File: config.mk
export PLATFORM = sky130hd
export DESIGN_NAME = rrs_rebuilder
export DESIGN_NICKNAME = d
export VERILOG_FILES = /design/src/rtl/rrs_pkg.sv /design/src/rtl/rrs_balance.sv /design/src/rtl/rrs_slots.sv /design/src/rtl/rrs_ctrl.sv /design/src/rtl/rrs_rebuilder.sv
export SDC_FILE = /design/constraint.sdc
export NUM_CORES = 1
export LEC_CHECK = 0
export BUFFER_PORTS_ARGS = -buffer_cell sky130_fd_sc_hd__buf_2
export CAP_MARGIN = 20
export CORE_UTILIZATION = 31
export CTS_BUF_LIST = sky130_fd_sc_hd__clkbuf_2
export DETAILED_ROUTE_END_ITERATION = 10
export HOLD_SLACK_MARGIN = 0.15
export PLACE_DENSITY = 0.51
export SYNTH_ARGS = -nofsm -noshare
export SYNTH_HDL_FRONTEND = slang
export SYNTH_SLANG_ARGS = --single-unit
export TNS_END_PERCENT = 20
File: constraint.sdc
create_clock -name clk -period 6.8 [get_ports clk]
set_input_delay 1.36 -clock clk [delete_from_list [all_inputs] [get_ports clk]]
set_output_delay 1.36 -clock clk [all_outputs]
set_load 0.005 [all_outputs]
File: src/rtl/rrs_pkg.sv
package rrs_pkg;
    typedef enum logic [1:0] {
        PH_IDLE = 2'd0,
        PH_WALK = 2'd1,
        PH_DONE = 2'd2
    } phase_e;
endpackage

File: src/rtl/rrs_balance.sv
module rrs_balance #(
    parameter int CNT_W = 16
) (
    input  logic clk,
    input  logic rst_n,
    input  logic clr_i,
    input  logic inc_i,
    input  logic dec_i,
    output logic zero_o
);
    localparam logic [CNT_W-1:0] CNT_MAX = {CNT_W{1'b1}};

    typedef struct packed {
        logic [CNT_W-1:0] cnt;
    } bal_t;

    bal_t bal_d, bal_q;

    always_comb begin
        bal_d = bal_q;
        if (clr_i) begin
            bal_d.cnt = '0;
        end else if (inc_i) begin
            if (bal_q.cnt != CNT_MAX) bal_d.cnt = bal_q.cnt + 1'b1;
        end else if (dec_i) begin
            if (bal_q.cnt != '0) bal_d.cnt = bal_q.cnt - 1'b1;
        end
    end

    always_ff @(posedge clk or negedge rst_n) begin
        if (!rst_n) bal_q <= '0;
        else        bal_q <= bal_d;
    end

    assign zero_o = (bal_q.cnt == '0);

    AST_BAL_SATURATE: assert property (@(posedge clk) disable iff (!rst_n)
        (!clr_i && inc_i && bal_q.cnt == CNT_MAX) |=> (bal_q.cnt == CNT_MAX));
    AST_BAL_NO_UNDERFLOW: assert property (@(posedge clk) disable iff (!rst_n)
        (!clr_i && dec_i && !inc_i && zero_o) |=> zero_o);
endmodule

File: src/rtl/rrs_slots.sv
module rrs_slots #(
    parameter int DEPTH  = 8,
    parameter int ADDR_W = 32,
    parameter int FW     = $clog2(DEPTH + 1)
) (
    input  logic                    clk,
    input  logic                    rst_n,
    input  logic                    clr_i,
    input  logic                    wr_i,
    input  logic [ADDR_W-1:0]       wr_data_i,
    output logic [DEPTH*ADDR_W-1:0] stack_o,
    output logic [FW-1:0]           fill_o,
    output logic                    one_left_o,
    output logic                    full_o
);
    typedef struct packed {
        logic [DEPTH-1:0][ADDR_W-1:0] mem;
        logic [FW-1:0]                fill;
    } slot_t;

    slot_t slot_d, slot_q;

    always_comb begin
        slot_d = slot_q;
        if (clr_i) begin
            slot_d.fill = '0;
        end else if (wr_i && !full_o) begin
            for (int i = 0; i < DEPTH; i++) begin
                if (slot_q.fill == FW'(i)) slot_d.mem[i] = wr_data_i;
            end
            slot_d.fill = slot_q.fill + FW'(1);
        end
    end

    always_ff @(posedge clk or negedge rst_n) begin
        if (!rst_n) slot_q <= '0;
        else        slot_q <= slot_d;
    end

    assign stack_o    = slot_q.mem;
    assign fill_o     = slot_q.fill;
    assign full_o     = (slot_q.fill == FW'(DEPTH));
    assign one_left_o = (slot_q.fill == FW'(DEPTH - 1));

    AST_FILL_LIMIT: assert property (@(posedge clk) disable iff (!rst_n)
        slot_q.fill <= FW'(DEPTH));
    AST_SLOT_HOLD: assert property (@(posedge clk) disable iff (!rst_n)
        !wr_i |=> $stable(slot_q.mem));
endmodule

File: src/rtl/rrs_ctrl.sv
module rrs_ctrl
    import rrs_pkg::*;
(
    input  logic clk,
    input  logic rst_n,
    input  logic start_i,
    input  logic ev_valid_i,
    input  logic ev_is_push_i,
    input  logic ev_last_i,
    input  logic bal_zero_i,
    input  logic one_left_i,
    output logic ready_o,
    output logic done_o,
    output logic clr_o,
    output logic bal_inc_o,
    output logic bal_dec_o,
    output logic slot_wr_o
);
    typedef struct packed {
        phase_e phase;
    } ctrl_t;

    ctrl_t ctrl_d, ctrl_q;
    logic  take;

    always_comb begin
        ctrl_d    = ctrl_q;
        take      = !start_i && (ctrl_q.phase == PH_WALK) && ev_valid_i;
        clr_o     = start_i;
        bal_inc_o = take && !ev_is_push_i;
        bal_dec_o = take && ev_is_push_i && !bal_zero_i;
        slot_wr_o = take && ev_is_push_i && bal_zero_i;
        if (start_i) begin
            ctrl_d.phase = PH_WALK;
        end else if (take) begin
            if (ev_last_i || (slot_wr_o && one_left_i)) ctrl_d.phase = PH_DONE;
        end
    end

    always_ff @(posedge clk or negedge rst_n) begin
        if (!rst_n) ctrl_q <= '{phase: PH_IDLE};
        else        ctrl_q <= ctrl_d;
    end

    assign ready_o = (ctrl_q.phase == PH_WALK);
    assign done_o  = (ctrl_q.phase == PH_DONE);

    AST_READY_DONE_EXCL: assert property (@(posedge clk) disable iff (!rst_n)
        !(ready_o && done_o));
    AST_DONE_HOLD: assert property (@(posedge clk) disable iff (!rst_n)
        (done_o && !start_i) |=> done_o);
    AST_LAST_ENDS: assert property (@(posedge clk) disable iff (!rst_n)
        (take && ev_last_i) |=> done_o);
endmodule

File: src/rtl/rrs_rebuilder.sv
module rrs_rebuilder #(
    parameter int DEPTH  = 8,
    parameter int ADDR_W = 32,
    parameter int CNT_W  = 16
) (
    input  logic                         clk,
    input  logic                         rst_n,
    input  logic                         start_i,
    input  logic                         ev_valid_i,
    input  logic                         ev_is_push_i,
    input  logic [ADDR_W-1:0]            ev_addr_i,
    input  logic                         ev_last_i,
    output logic                         ev_ready_o,
    output logic [DEPTH*ADDR_W-1:0]      stack_o,
    output logic [$clog2(DEPTH+1)-1:0]   fill_o,
    output logic                         done_o
);
    localparam int FW = $clog2(DEPTH + 1);

    logic clr, bal_inc, bal_dec, slot_wr, bal_zero, one_left, full;

    rrs_ctrl u_ctrl (
        .clk          (clk),
        .rst_n        (rst_n),
        .start_i      (start_i),
        .ev_valid_i   (ev_valid_i),
        .ev_is_push_i (ev_is_push_i),
        .ev_last_i    (ev_last_i),
        .bal_zero_i   (bal_zero),
        .one_left_i   (one_left),
        .ready_o      (ev_ready_o),
        .done_o       (done_o),
        .clr_o        (clr),
        .bal_inc_o    (bal_inc),
        .bal_dec_o    (bal_dec),
        .slot_wr_o    (slot_wr)
    );

    rrs_balance #(.CNT_W(CNT_W)) u_bal (
        .clk    (clk),
        .rst_n  (rst_n),
        .clr_i  (clr),
        .inc_i  (bal_inc),
        .dec_i  (bal_dec),
        .zero_o (bal_zero)
    );

    rrs_slots #(.DEPTH(DEPTH), .ADDR_W(ADDR_W), .FW(FW)) u_slots (
        .clk        (clk),
        .rst_n      (rst_n),
        .clr_i      (clr),
        .wr_i       (slot_wr),
        .wr_data_i  (ev_addr_i),
        .stack_o    (stack_o),
        .fill_o     (fill_o),
        .one_left_o (one_left),
        .full_o     (full)
    );

    logic accept;
    assign accept = ev_valid_i && ev_ready_o && !start_i;

    AST_POP_KEEPS_FILL: assert property (@(posedge clk) disable iff (!rst_n)
        (accept && !ev_is_push_i) |=> $stable(fill_o));
    AST_CAPTURE_ADVANCES: assert property (@(posedge clk) disable iff (!rst_n)
        (accept && ev_is_push_i && bal_zero) |=> (fill_o == $past(fill_o) + FW'(1)));
    AST_SKIP_KEEPS_FILL: assert property (@(posedge clk) disable iff (!rst_n)
        (accept && ev_is_push_i && !bal_zero) |=> $stable(fill_o));
    AST_FULL_MEANS_DONE: assert property (@(posedge clk) disable iff (!rst_n)
        full |-> done_o);
    AST_DONE_FROZEN: assert property (@(posedge clk) disable iff (!rst_n)
        (done_o && !start_i) |=> ($stable(fill_o) && $stable(stack_o)));
endmodule

==> metrics.cfg <==
[drt]
drt_iter0_drc = 309
routed_wl_um = 32200
dr_total_vias = 7708
avgRoutedWirePerCell_um = 19.2
viasPerCell = 4.59
firstDrtPassIters = 4
drc_errors = 0
ant_nets = 0

[timing]
slew-limit-headroom_pct = 32.5
setup_ws_ns = 3.50
rsz0062_at_grt = false
fin_setup_tns_ns = 0
setup_viol = 0
skew_ns = 0.0645
finalHoldViolations = 0
slew_viol_final = 0
whs_ns = 0.430
fin_crit_sh_pct = 48.6
max_freq_mhz = 303
tightest_slew_ns = 1.01
period_needed_ns = 3.30

[die]
die_width_um = 201
die_area_um2 = 40200
rows = 72
fp.coreArea_um2 = 38700
ios = 300
die_h_um = 201
initial_core_util_pct = 31.6

[global_route]
antenna_found_initial = 1
grt_max_degree = 132
grt_pass1_vias = 8094
grt_pass1_wl_um = 50400
grt_overflow = 0
gr-usage-all-layers_pct = 16.2

[synthesis]
synth_top_family_by_area = multiplexers
yosys_register_bits = 278
synth_compound_area_share_pct = 2.71
yosysSeqAreaShare_pct = 56.9
yosysTopAreaCellShare_pct = 56.9
syn_inst = 750
synth_enable_flop_cells = 0
dominantRegCellSynth = dfrtp_1
async_flop_share_pct = 100
synth_area_um2 = 12200
synth.mux.area_fraction_pct = 30.2
avgSynthCellArea_um2 = 16.3
synth_simple_gate_area_share_pct = 4.66
netlist_top_cells_area = dfrtp_1 57%, mux2_4 22%, mux2_2 7.0%
synth-adder-area-share_pct = 2.21
yosysWarnings = 0
yosysTopAreaCell = dfrtp_1
synth_nets = 809
yosysUniqueCellTypes = 53
synth_xor_xnor_area_share_pct = 1.00

[power]
leakagePower_nw = 8.90
pwr_density_cell_nw_per_um2 = 277
ir_drop_mv = 0.120
p_total_mw = 4.14

[critical_path]
path_class = in2reg
cp_top_family = simple AND/OR/NAND/NOR gates
critPathArrivalTime_ns = 4.06
required_ns = 7.56
critPathSlowestCell = nand3_4
worst_setup_path_end_kind = flop
path_cells = buf_2 -> buf_4 -> nor4b_4 -> o211a_1 -> nand3_4 -> mux2_4
critPathBufInv = 2
critical-path-max-stage-delay_ns = 0.83
crit_fanout = 32
start_kind = input pin

[clock_network]
cts_max_level = 3
tritoncts = done
clock_sinks = 278
holdBufCountCts = 0
cts-resized-gates = 0
clkTransAtPathRegs_ns = 0.09
root_buffer = clkbuf_2
post_cts_buffers = 0
insertion_delay_ns = 0.93
cts.path.max_buffers = 3
cts_buffers = 79

[job]
maxCapViolCount = 0

[placement]
portBuffers = 299
dp_slack_ns = 2.58
gp_congestion = 0.828
hpwlAfterDp_um = 20200

[layout]
fillerInstances = 3785
multiInputGateArea_um2 = 4980
drive_above_1_share_pct = 60.6
final_nets = 1168
ff_latch_area_um2 = 6960
area_growth_pct = 22.5

[hold_path]
min_path_type = in2async

[status]
outcome = finished, final reports clean

[power breakdown]
| part | switching (mW) | internal (mW) |
|---|---|---|
| Clock | 0.724 | 0.606 |
| Sequential | 0.0966 | 1.77 |
| Combinational | 0.486 | 0.464 |
| Total | 1.31 | 2.84 |
[cells by family (layout without fill, tap and decap cells)]
group           after synthesis  in the layout
compound gates               50             50
xor+xnor                     14             14
fa+ha+maj                    21             21
buf+inv                      36            446
flops                       278            278
mux                         269            269
other cells                   0              2
simple gates                 82             82
[layer usage]
layer | up-vias | wire length [um] | GRT usage (%) | part of all wire [%]
li1 | 3456 | - | - | -
met1 | 3945 | 15100 | 22.0 | 47
met2 | 249 | 14200 | 23.7 | 44
met3 | 58 | 2040 | 4.84 | 6.3
met4 | 0 | 929 | 7.61 | 2.9
met5 | - | 0 | 0 | 0
[per-stage QoR]
step                      utilization [%]  instances  instance area, um^2
after global placement               36.6       1545                14200
after global routing                 38.7       1680                15000
after CTS                            38.6       1677                14900
after floorplan                         -        750                12200
final                                38.7       1680                15000
after detailed placement             36.6       1545                14200
[final cells by class]
class                   instances  share of cell area (%)
diodes                          2                  0.0334
clock buffers                 117                    3.91
clock inverters                15                    1.19
inverters                       7                   0.175
multi-input cells             436                    33.3
flip-flops and latches        278                    46.4
well taps                     518                    4.33
repair buffers                307                    10.7
[synth_stat cells (all sizes together), types with 6 or more instances]
| library cell | count |
|---|---|
| xor2 | 8 |
| nand4 | 6 |
| inv | 7 |
| xnor2 | 6 |
| nor2 | 21 |
| mux2 | 256 |
| buf | 23 |
| a21o | 7 |
| dfrtp | 278 |
| a21oi | 15 |
| o21ai | 6 |
| nand3b | 8 |
| ha | 20 |
| nand2 | 7 |
| clkbuf | 6 |
| mux2i | 13 |
| nand3 | 10 |
[worst register-to-register path, stage by stage (launching register included)]
cell     delay (ns)
dfrtp_1        0.47
nor4_2         0.36
nor4b_4        0.29
o211a_1        0.60
nand3_4        0.83
mux2_4         0.60
[registers in the layout (all words and copies together), names as in the netlist]
signal / cells
u_bal.bal_q: 16
u_ctrl.ctrl_q: 2
u_slots.fill_o: 4
u_slots.stack_o: 256
[final timing paths]
| kind | cells past startpoint | to | from | slack, ns |
|---|---|---|---|---|
| setup / recovery | 6 | u_slots.stack_o[143]$_DFFE_PN0P_ | start_i | 3.50 |
| hold / removal | 1 | u_slots.stack_o[28]$_DFFE_PN0P_ | rst_n | 0.43 |
| setup reg to reg | 5 | u_slots.stack_o[143]$_DFFE_PN0P_ | u_bal.bal_q[11]$_DFFE_PN0P_ | 3.51 |
| hold reg to reg | 1 | u_slots.stack_o[64]$_DFFE_PN0P_ | u_slots.stack_o[64]$_DFFE_PN0P_ | 0.50 |
| max in group asynchronous | 2 | u_slots.stack_o[100]$_DFFE_PN0P_ | rst_n | 5.18 |
| min in group clk | 1 | u_slots.stack_o[64]$_DFFE_PN0P_ | u_slots.stack_o[64]$_DFFE_PN0P_ | 0.50 |
[cells in the final DEF (no fill, tap or decap), drive strengths merged, types with 2 or more instances in the layout]
cell type and count:
buf 307, and2 2, nand4 6, ha 20
a211o 2, or4b 2, dfrtp 278, nand3 10
o21bai 2, mux2i 13, a21o 7, and3 4
clkinv 10, xor2 8, a211oi 2, nor2b 5
a21oi 15, nand2b 2, a221oi 2, nand3b 8
diode 2, nor3 2, nor4 5, o31ai 3
clkbuf 117, nor2 21, xnor2 6, or2 3
a31oi 2, o21ai 6, nand2 7, mux2 256
inv 7, bufinv 4
No activity file was read; power rests on OpenSTA's default activity.
